### config.mk
export PLATFORM = sky130hd
export DESIGN_NAME = gpio_bank_ctrl
export DESIGN_NICKNAME = d
export VERILOG_FILES = /design/src/rtl/gpio_bank_pkg.sv /design/src/rtl/gpio_addr_decode.sv /design/src/rtl/gpio_bank_regs.sv /design/src/rtl/gpio_pin_drive.sv /design/src/rtl/gpio_in_sync.sv /design/src/rtl/gpio_bank_ctrl.sv
export SDC_FILE = /design/constraint.sdc
export NUM_CORES = 1
export LEC_CHECK = 0
export BUFFER_PORTS_ARGS = -buffer_cell sky130_fd_sc_hd__buf_2
export CORE_UTILIZATION = 50
export DETAILED_ROUTE_END_ITERATION = 12
export GPL_TIMING_DRIVEN = 0
export PLACE_DENSITY = 0.73
export SLEW_MARGIN = 40
export SYNTH_ARGS = -nofsm -noshare
export SYNTH_HDL_FRONTEND = slang
export SYNTH_HIERARCHICAL = 1
export SYNTH_SLANG_ARGS = --single-unit
### constraint.sdc
create_clock -name clk -period 3 [get_ports clk]
set_clock_uncertainty 0.1 [all_clocks]
set_input_delay 0.45 -clock clk [delete_from_list [all_inputs] [get_ports clk]]
set_output_delay 0.45 -clock clk [all_outputs]
set_load 0.03 [all_outputs]
### src/rtl/gpio_bank_pkg.sv
package gpio_bank_pkg;

  // Two banks per slot: transmit side first, receive side second.
  localparam int SIDES = 2;

  typedef enum logic [2:0] {
    KIND_NONE,
    KIND_OE,
    KIND_VAL,
    KIND_PIN,
    KIND_DBG
  } reg_kind_e;

endpackage

### src/rtl/gpio_addr_decode.sv
module gpio_addr_decode
  import gpio_bank_pkg::*;
#(
  parameter int NBANK   = 4,
  parameter int ADDR_W  = 5,
  parameter int DBG_IDX = 14,
  parameter int BIDX_W  = 2
) (
  input  logic [ADDR_W-1:0] addr,
  output reg_kind_e         kind,
  output logic [BIDX_W-1:0] bank
);

  localparam logic [ADDR_W-1:0] VAL_BASE = ADDR_W'(NBANK);
  localparam logic [ADDR_W-1:0] PIN_BASE = ADDR_W'(2 * NBANK);
  localparam logic [ADDR_W-1:0] END_IDX  = ADDR_W'(3 * NBANK);
  localparam logic [ADDR_W-1:0] DBG_A    = ADDR_W'(DBG_IDX);

  always_comb begin
    kind = KIND_NONE;
    bank = '0;
    if (addr < VAL_BASE) begin
      kind = KIND_OE;
      bank = BIDX_W'(addr);
    end else if (addr < PIN_BASE) begin
      kind = KIND_VAL;
      bank = BIDX_W'(addr - VAL_BASE);
    end else if (addr < END_IDX) begin
      kind = KIND_PIN;
      bank = BIDX_W'(addr - PIN_BASE);
    end else if (addr == DBG_A) begin
      kind = KIND_DBG;
    end
  end

endmodule

### src/rtl/gpio_bank_regs.sv
module gpio_bank_regs #(
  parameter int W = 16
) (
  input  logic         clk,
  input  logic         rst,
  input  logic         we_oe,
  input  logic         we_val,
  input  logic [W-1:0] wdata,
  input  logic [W-1:0] wmask,
  output logic [W-1:0] oe_q,
  output logic [W-1:0] val_q
);

  always_ff @(posedge clk) begin
    if (rst) begin
      oe_q  <= '0;
      val_q <= '0;
    end else begin
      if (we_oe)  oe_q  <= (oe_q  & ~wmask) | (wdata & wmask);
      if (we_val) val_q <= (val_q & ~wmask) | (wdata & wmask);
    end
  end

endmodule

### src/rtl/gpio_pin_drive.sv
module gpio_pin_drive #(
  parameter int W = 16
) (
  input  logic         clk,
  input  logic         rst,
  input  logic         dbg_sel,
  input  logic [W-1:0] oe_in,
  input  logic [W-1:0] val_in,
  input  logic [W-1:0] dbg_in,
  output logic [W-1:0] pad_out,
  output logic [W-1:0] pad_oe
);

  always_ff @(posedge clk) begin
    if (rst) begin
      pad_out <= '0;
      pad_oe  <= '0;
    end else begin
      pad_oe  <= oe_in;
      pad_out <= dbg_sel ? dbg_in : val_in;
    end
  end

endmodule

### src/rtl/gpio_in_sync.sv
module gpio_in_sync #(
  parameter int WIDTH = 64
) (
  input  logic             clk,
  input  logic             rst,
  input  logic [WIDTH-1:0] din,
  output logic [WIDTH-1:0] dout
);

  logic [WIDTH-1:0] meta_q;

  always_ff @(posedge clk) begin
    if (rst) begin
      meta_q <= '0;
      dout   <= '0;
    end else begin
      meta_q <= din;
      dout   <= meta_q;
    end
  end

endmodule

### src/rtl/gpio_bank_ctrl.sv
module gpio_bank_ctrl
  import gpio_bank_pkg::*;
#(
  parameter int SLOTS   = 2,
  parameter int BANK_W  = 16,
  parameter int ADDR_W  = 5,
  parameter int DBG_IDX = 14
) (
  input  logic                            clk,
  input  logic                            rst,
  input  logic                            host_wr,
  input  logic                            host_rd,
  input  logic [ADDR_W-1:0]               host_addr,
  input  logic [BANK_W-1:0]               host_wdata,
  input  logic [BANK_W-1:0]               host_wmask,
  output logic [BANK_W-1:0]               host_rdata,
  input  logic [SLOTS*SIDES*BANK_W-1:0]   dbg_bus,
  input  logic [SLOTS*SIDES*BANK_W-1:0]   pin_in,
  output logic [SLOTS*SIDES*BANK_W-1:0]   pin_out,
  output logic [SLOTS*SIDES*BANK_W-1:0]   pin_oe
);

  localparam int NBANK  = SLOTS * SIDES;
  localparam int PINS   = NBANK * BANK_W;
  localparam int BIDX_W = (NBANK > 1) ? $clog2(NBANK) : 1;

  reg_kind_e               kind;
  logic [BIDX_W-1:0]       bank;
  logic [PINS-1:0]         oe_q;
  logic [PINS-1:0]         val_q;
  logic [NBANK-1:0]        dbg_q;
  logic [PINS-1:0]         pin_sync;
  logic [BANK_W-1:0]       rd_word;

  gpio_addr_decode #(
    .NBANK  (NBANK),
    .ADDR_W (ADDR_W),
    .DBG_IDX(DBG_IDX),
    .BIDX_W (BIDX_W)
  ) i_decode (
    .addr(host_addr),
    .kind(kind),
    .bank(bank)
  );

  for (genvar b = 0; b < NBANK; b++) begin : g_bank
    logic we_oe;
    logic we_val;
    assign we_oe  = host_wr && (kind == KIND_OE)  && (bank == BIDX_W'(b));
    assign we_val = host_wr && (kind == KIND_VAL) && (bank == BIDX_W'(b));

    gpio_bank_regs #(.W(BANK_W)) i_regs (
      .clk   (clk),
      .rst   (rst),
      .we_oe (we_oe),
      .we_val(we_val),
      .wdata (host_wdata),
      .wmask (host_wmask),
      .oe_q  (oe_q[b*BANK_W +: BANK_W]),
      .val_q (val_q[b*BANK_W +: BANK_W])
    );

    gpio_pin_drive #(.W(BANK_W)) i_drive (
      .clk    (clk),
      .rst    (rst),
      .dbg_sel(dbg_q[b]),
      .oe_in  (oe_q[b*BANK_W +: BANK_W]),
      .val_in (val_q[b*BANK_W +: BANK_W]),
      .dbg_in (dbg_bus[b*BANK_W +: BANK_W]),
      .pad_out(pin_out[b*BANK_W +: BANK_W]),
      .pad_oe (pin_oe[b*BANK_W +: BANK_W])
    );
  end

  // Debug-enable register, one bit per bank, same masked write rule.
  always_ff @(posedge clk) begin
    if (rst) begin
      dbg_q <= '0;
    end else if (host_wr && kind == KIND_DBG) begin
      dbg_q <= (dbg_q & ~host_wmask[NBANK-1:0]) |
               (host_wdata[NBANK-1:0] & host_wmask[NBANK-1:0]);
    end
  end

  gpio_in_sync #(.WIDTH(PINS)) i_sync (
    .clk (clk),
    .rst (rst),
    .din (pin_in),
    .dout(pin_sync)
  );

  always_comb begin
    unique case (kind)
      KIND_OE:  rd_word = oe_q[bank*BANK_W +: BANK_W];
      KIND_VAL: rd_word = val_q[bank*BANK_W +: BANK_W];
      KIND_PIN: rd_word = pin_sync[bank*BANK_W +: BANK_W];
      KIND_DBG: rd_word = BANK_W'(dbg_q);
      default:  rd_word = '0;
    endcase
  end

  always_ff @(posedge clk) begin
    if (rst)          host_rdata <= '0;
    else if (host_rd) host_rdata <= rd_word;
  end

endmodule

==> flow_metrics.tcl, run 1 <==
set metrics [dict create \
    ant_nets 0 \
    ys_warn_count 6 \
    fmax_ghz 0.365 \
    synth_edf_count 0 \
    nNetsFinal 2047 \
    die_area_um2 32800 \
    drc_errors 0 \
    tritoncts "yes" \
    setup_tns_ns 0 \
    numCtsBuffers 41 \
    clock_path_buffers 3 \
    wl_per_cell_um 23.7 \
    cts_hold_buf 0 \
    vdd_drop_max_uv 432 \
    cts_resized 0 \
    place.gp.congestion 0.985 \
    grt_max_degree 44 \
    setup_violations 0 \
    reg2reg_slack_ns 1.14 \
    cp-end-kind "register" \
    yosysUniqueCellTypes 47 \
    p_int_mw 9.06 \
    fin_crit_sh_pct 91.3 \
    syn_inst 1523 \
    p_clk_share_pct 45.6 \
    synthTopCellsByCount "404 x dfxtp_1, 201 x nor2b_1, 134 x nand3_1" \
    nFillCells 2700 \
    clk_latency_ns 0.53 \
    instances_no_fill 2310 \
    dp_hpwl_um 39100 \
    routed_wl_um 54800 \
    dp_slack_ns -0.223 \
    synthArstFlopShare_pct 0 \
    outcome "finished, final reports clean" \
    leakage_nw 7.77 \
    maxSlewHeadroom_pct 41.9 \
    yosysSeqAreaShare_pct 50.4 \
    vias_per_cell 5.60 \
    worst_slack_ns 0.261 \
    final_layout_size_suffix_gt1_share_pct 32.8 \
    grt_pass1_vias 12300 \
    synth_area_um2 16100 \
    netlist.area_leader.share_pct 50.4 \
    core_area_um2 31600 \
    hp-class "input pin to register" \
    htreeDepth 2 \
    share_comb_of_total_power_pct 7.8 \
    period_needed_ns 2.74 \
    p_sw_mw 2.77 \
    grtUsageTotal_pct 32.9 \
    synth_fp_nets 1692 \
    numPortBuffers 312 \
    whs_ns 0.0278 \
    post_cts_buffers 0 \
    io_pins 313 \
    firstDrtPassIters 5 \
    die_x_um 181 \
    swShare_pct 23.4 \
    design_area_um2 19600 \
    grt_pass1_wl_um 78800 \
    dieHeight_um 181 \
    synth.area.top_cells "dfxtp_1 50%, nor2b_1 7.8%, mux2i_1 7.0%, a21bo_1 7.0%, a21oi_2 6.8%" \
    drv_cap 0 \
    crit_start "host_addr[2]" \
    start_kind "input pin" \
    p_per_area_nw_per_um2 605 \
    num_rows 65 \
    initial_core_util_pct 50.9 \
    post-route-util_pct 62.0 \
    via_count 12900 \
    worst_pin_slew_ns 0.865 \
    crit_fanout 10 \
    grt_overflow 0 \
    ys_ff_latch 404 \
    dp_cells 2237 \
    hold_viol_final 0 \
    place_area_um2 18100 \
    syn_area_per_cell_um2 10.5 \
    drt_iter0_drc 1260 \
    antenna_cells 0 \
    p_seq_share_pct 46.6 \
    antenna_found_initial 1 \
    clkSinkCount 404 \
    finalPower_mw 11.8 \
    required_ns 3.30 \
    netlist.top_cell.by_area "dfxtp_1" \
    critPathArrivalTime_ns 3.04 \
    clk_pin_slew_ns 0.06 \
    finalMaxSlewViolations 0 \
    hp-start "pin_in[16]" \
    crit_type "input pin to register" \
    area_growth_pct 21.8 \
    cts_root_buf "clkbuf_16" \
    yosysMostFrequentCell "dfxtp_1" \
    synth_flop_cell "dfxtp_1" \
    rsz0062_at_grt "no" \
]
layer usage:
layer,global-route usage (%),up-vias,routed length [µm]
li1,-,5996,-
met1,43.3,6115,22800
met2,51.8,695,24200
met3,7.42,126,5450
met4,13.9,0,2330
met5,0,-,0
cells in the final DEF, fill, tap and decap left out, types with 8 or more instances in the layout:
cell type | Yosys | routed
dfxtp_1 | 404 | 404
buf_2 | 35 | 346
nor2b_1 | 201 | 201
nand3_1 | 134 | 134
a21oi_2 | 124 | 124
nor2_1 | 114 | 114
mux2i_1 | 113 | 113
a21bo_1 | 112 | 112
a21oi_1 | 42 | 42
clkbuf_16 | 0 | 41
buf_6 | 35 | 35
o21ai_0 | 27 | 27
clkbuf_1 | 17 | 25
nand2_1 | 25 | 25
buf_4 | 17 | 18
a21bo_2 | 16 | 16
nor3_1 | 13 | 12
o31ai_1 | 11 | 11
a211oi_1 | 10 | 10
o22ai_1 | 8 | 8
path summary, 6_finish.rpt:
kind | depth (start not counted) | endpoint
setup / recovery | 12 | register
hold / removal | 2 | i_sync/meta_q[16]
setup reg to reg | 4 | host_rdata[7]
hold reg to reg | 1 | i_sync/dout[43]
worst max-delay path: stages:
cell and delay, ns:
buf_2 0.13, xnor2_1 0.12, nor2_1 0.17, buf_4 0.23, and2b_4 0.18, buf_6 0.13
buf_2 0.25, nand3b_1 0.35, nor3_2 0.58, buf_6 0.23, a21bo_1 0.14, a21oi_2 0.06
power groups by stage:
stage	clock network [mW]	logic [mW]	registers (mW)
after global placement	0	0.881	5.63
after CTS	5.44	0.894	5.52
after floorplan	0	0.411	5.64
after detailed placement	0	0.891	5.63
after global routing	5.66	0.959	5.52
final	5.39	0.920	5.52
cell families (layout without fill, tap and decap cells):
group | Yosys count | in the layout | synth area share [%]
mux | 117 | 117 | 7.47
xor+xnor | 1 | 1 | 0.0546
buf+inv | 110 | 495 | 5.28
flops | 404 | 404 | 50.4
compound gates | 387 | 387 | 20.4
simple gates | 504 | 504 | 16.5
cell type report:
| cell class | count | area (µm²) | share of cell area [%] |
|---|---|---|---|
| tap | 402 | 503 | 2.57 |
| sequential | 404 | 8090 | 41.4 |
| multi-input combinational | 1009 | 7120 | 36.4 |
| clock inverter | 17 | 274 | 1.40 |
| clock buffer | 56 | 1150 | 5.89 |
| buffer | 108 | 841 | 4.30 |
| inverter | 2 | 7.51 | 0.0384 |
| timing repair buffer | 312 | 1560 | 8.00 |
Power figures use the tool's default switching activity.
==> run 2, diff against run 1 <==
--- a/config.mk
+++ b/config.mk
@@ -9,7 +9,7 @@
 export CORE_UTILIZATION = 50
 export DETAILED_ROUTE_END_ITERATION = 12
 export GPL_TIMING_DRIVEN = 0
-export PLACE_DENSITY = 0.73
+export PLACE_DENSITY = 0.71
 export SLEW_MARGIN = 40
 export SYNTH_ARGS = -nofsm -noshare
 export SYNTH_HDL_FRONTEND = slang
==> flow_metrics.tcl, run 2 (synthesis results as in run 1) <==
set metrics [dict create \
    finalMaxSlewViolations 0 \
    grtUsageTotal_pct 33.4 \
    post-route-util_pct 61.8 \
    clkSinkCount 404 \
    crit_type "input pin to register" \
    crit_fanout 10 \
    required_ns 3.31 \
    rsz0062_at_grt "no" \
    post_cts_buffers 0 \
    hp-class "input pin to register" \
    final_layout_size_suffix_gt1_share_pct 32.8 \
    cts_root_buf "clkbuf_16" \
    clk_pin_slew_ns 0.06 \
    p_per_area_nw_per_um2 596 \
    initial_core_util_pct 50.9 \
    worst_pin_slew_ns 0.762 \
    ant_nets 0 \
    cts_resized 0 \
    leakage_nw 7.77 \
    antenna_cells 0 \
    setup_tns_ns 0 \
    io_pins 313 \
    die_area_um2 32800 \
    place_area_um2 18100 \
    start_kind "input pin" \
    antenna_found_initial 1 \
    dp_cells 2237 \
    drc_errors 0 \
    dp_hpwl_um 39600 \
    vdd_drop_max_uv 332 \
    fin_crit_sh_pct 92.2 \
    hold_viol_final 0 \
    grt_overflow 0 \
    fmax_ghz 0.361 \
    htreeDepth 2 \
    drv_cap 0 \
    numCtsBuffers 42 \
    dieHeight_um 181 \
    area_growth_pct 21.6 \
    period_needed_ns 2.77 \
    reg2reg_slack_ns 1.20 \
    whs_ns 0.0145 \
    maxSlewHeadroom_pct 49.2 \
    finalPower_mw 11.6 \
    routed_wl_um 55800 \
    clk_latency_ns 0.55 \
    die_x_um 181 \
    worst_slack_ns 0.233 \
    critPathArrivalTime_ns 3.08 \
    tritoncts "yes" \
    clock_path_buffers 3 \
    wl_per_cell_um 24.1 \
    numPortBuffers 312 \
    core_area_um2 31600 \
    firstDrtPassIters 5 \
    num_rows 65 \
    setup_violations 0 \
    final_common_cell "dfxtp_1" \
    most-common-layout-cells "404 x dfxtp_1, 346 x buf_2, 201 x nor2b_1" \
    grt_pass1_wl_um 80000 \
    nNetsFinal 2048 \
    dp_slack_ns -0.217 \
    drt_iter0_drc 1110 \
    outcome "finished, final reports clean" \
    instances_no_fill 2314 \
    vias_per_cell 5.62 \
    via_count 13000 \
    grt_pass1_vias 12300 \
    design_area_um2 19500 \
    place.gp.congestion 0.953 \
    grt_max_degree 44 \
    cts_hold_buf 0 \
    cp-end-kind "register" \
]
run 2: power by group:
group	total (mW)	switching [mW]	internal [mW]
Combinational	0.927	0.634	0.293
Sequential	5.52	0.0468	5.47
Clock	5.19	2.14	3.05
Total	11.6	2.82	8.82
run 2: layer usage:
metal  wire (µm)  vias up  share of wire (%)  global-route usage, %
met4        2560        2                4.6                   15.6
met1       23400     6176                 42                   44.1
met5          11        -              0.020                      0
met2       24500      686                 44                   51.8
li1            -     6008                  -                      -
met3        5230      128                9.4                   7.80
run 2: cell type report:
class | instances | area [µm²]
fill | 2682 | 12000
sequential | 404 | 8090
multi-input combinational | 1009 | 7130
timing repair buffer | 312 | 1560
clock buffer | 66 | 1290
buffer | 108 | 841
tap | 402 | 503
clock inverter | 11 | 91.3
inverter | 2 | 7.51
run 2: path summary, 6_finish.rpt:
path | start | to | depth (start not counted)
worst max register to register | register | host_rdata[12] | 4
worst min register to register | i_sync/meta_q[32] | i_sync/dout[32] | 1
worst min-delay path | pin_in[56] | i_sync/meta_q[56] | 2
worst max-delay path | host_addr[2] | register | 12
run 2: critical path, stage by stage:
cell      delay [ns]
buf_2           0.12
xnor2_1         0.12
nor2_1          0.14
buf_4           0.22
and2b_4         0.18
buf_6           0.13
buf_2           0.26
nand3b_1        0.38
nor3_2          0.62
buf_6           0.24
a21bo_1         0.14
a21oi_2         0.06
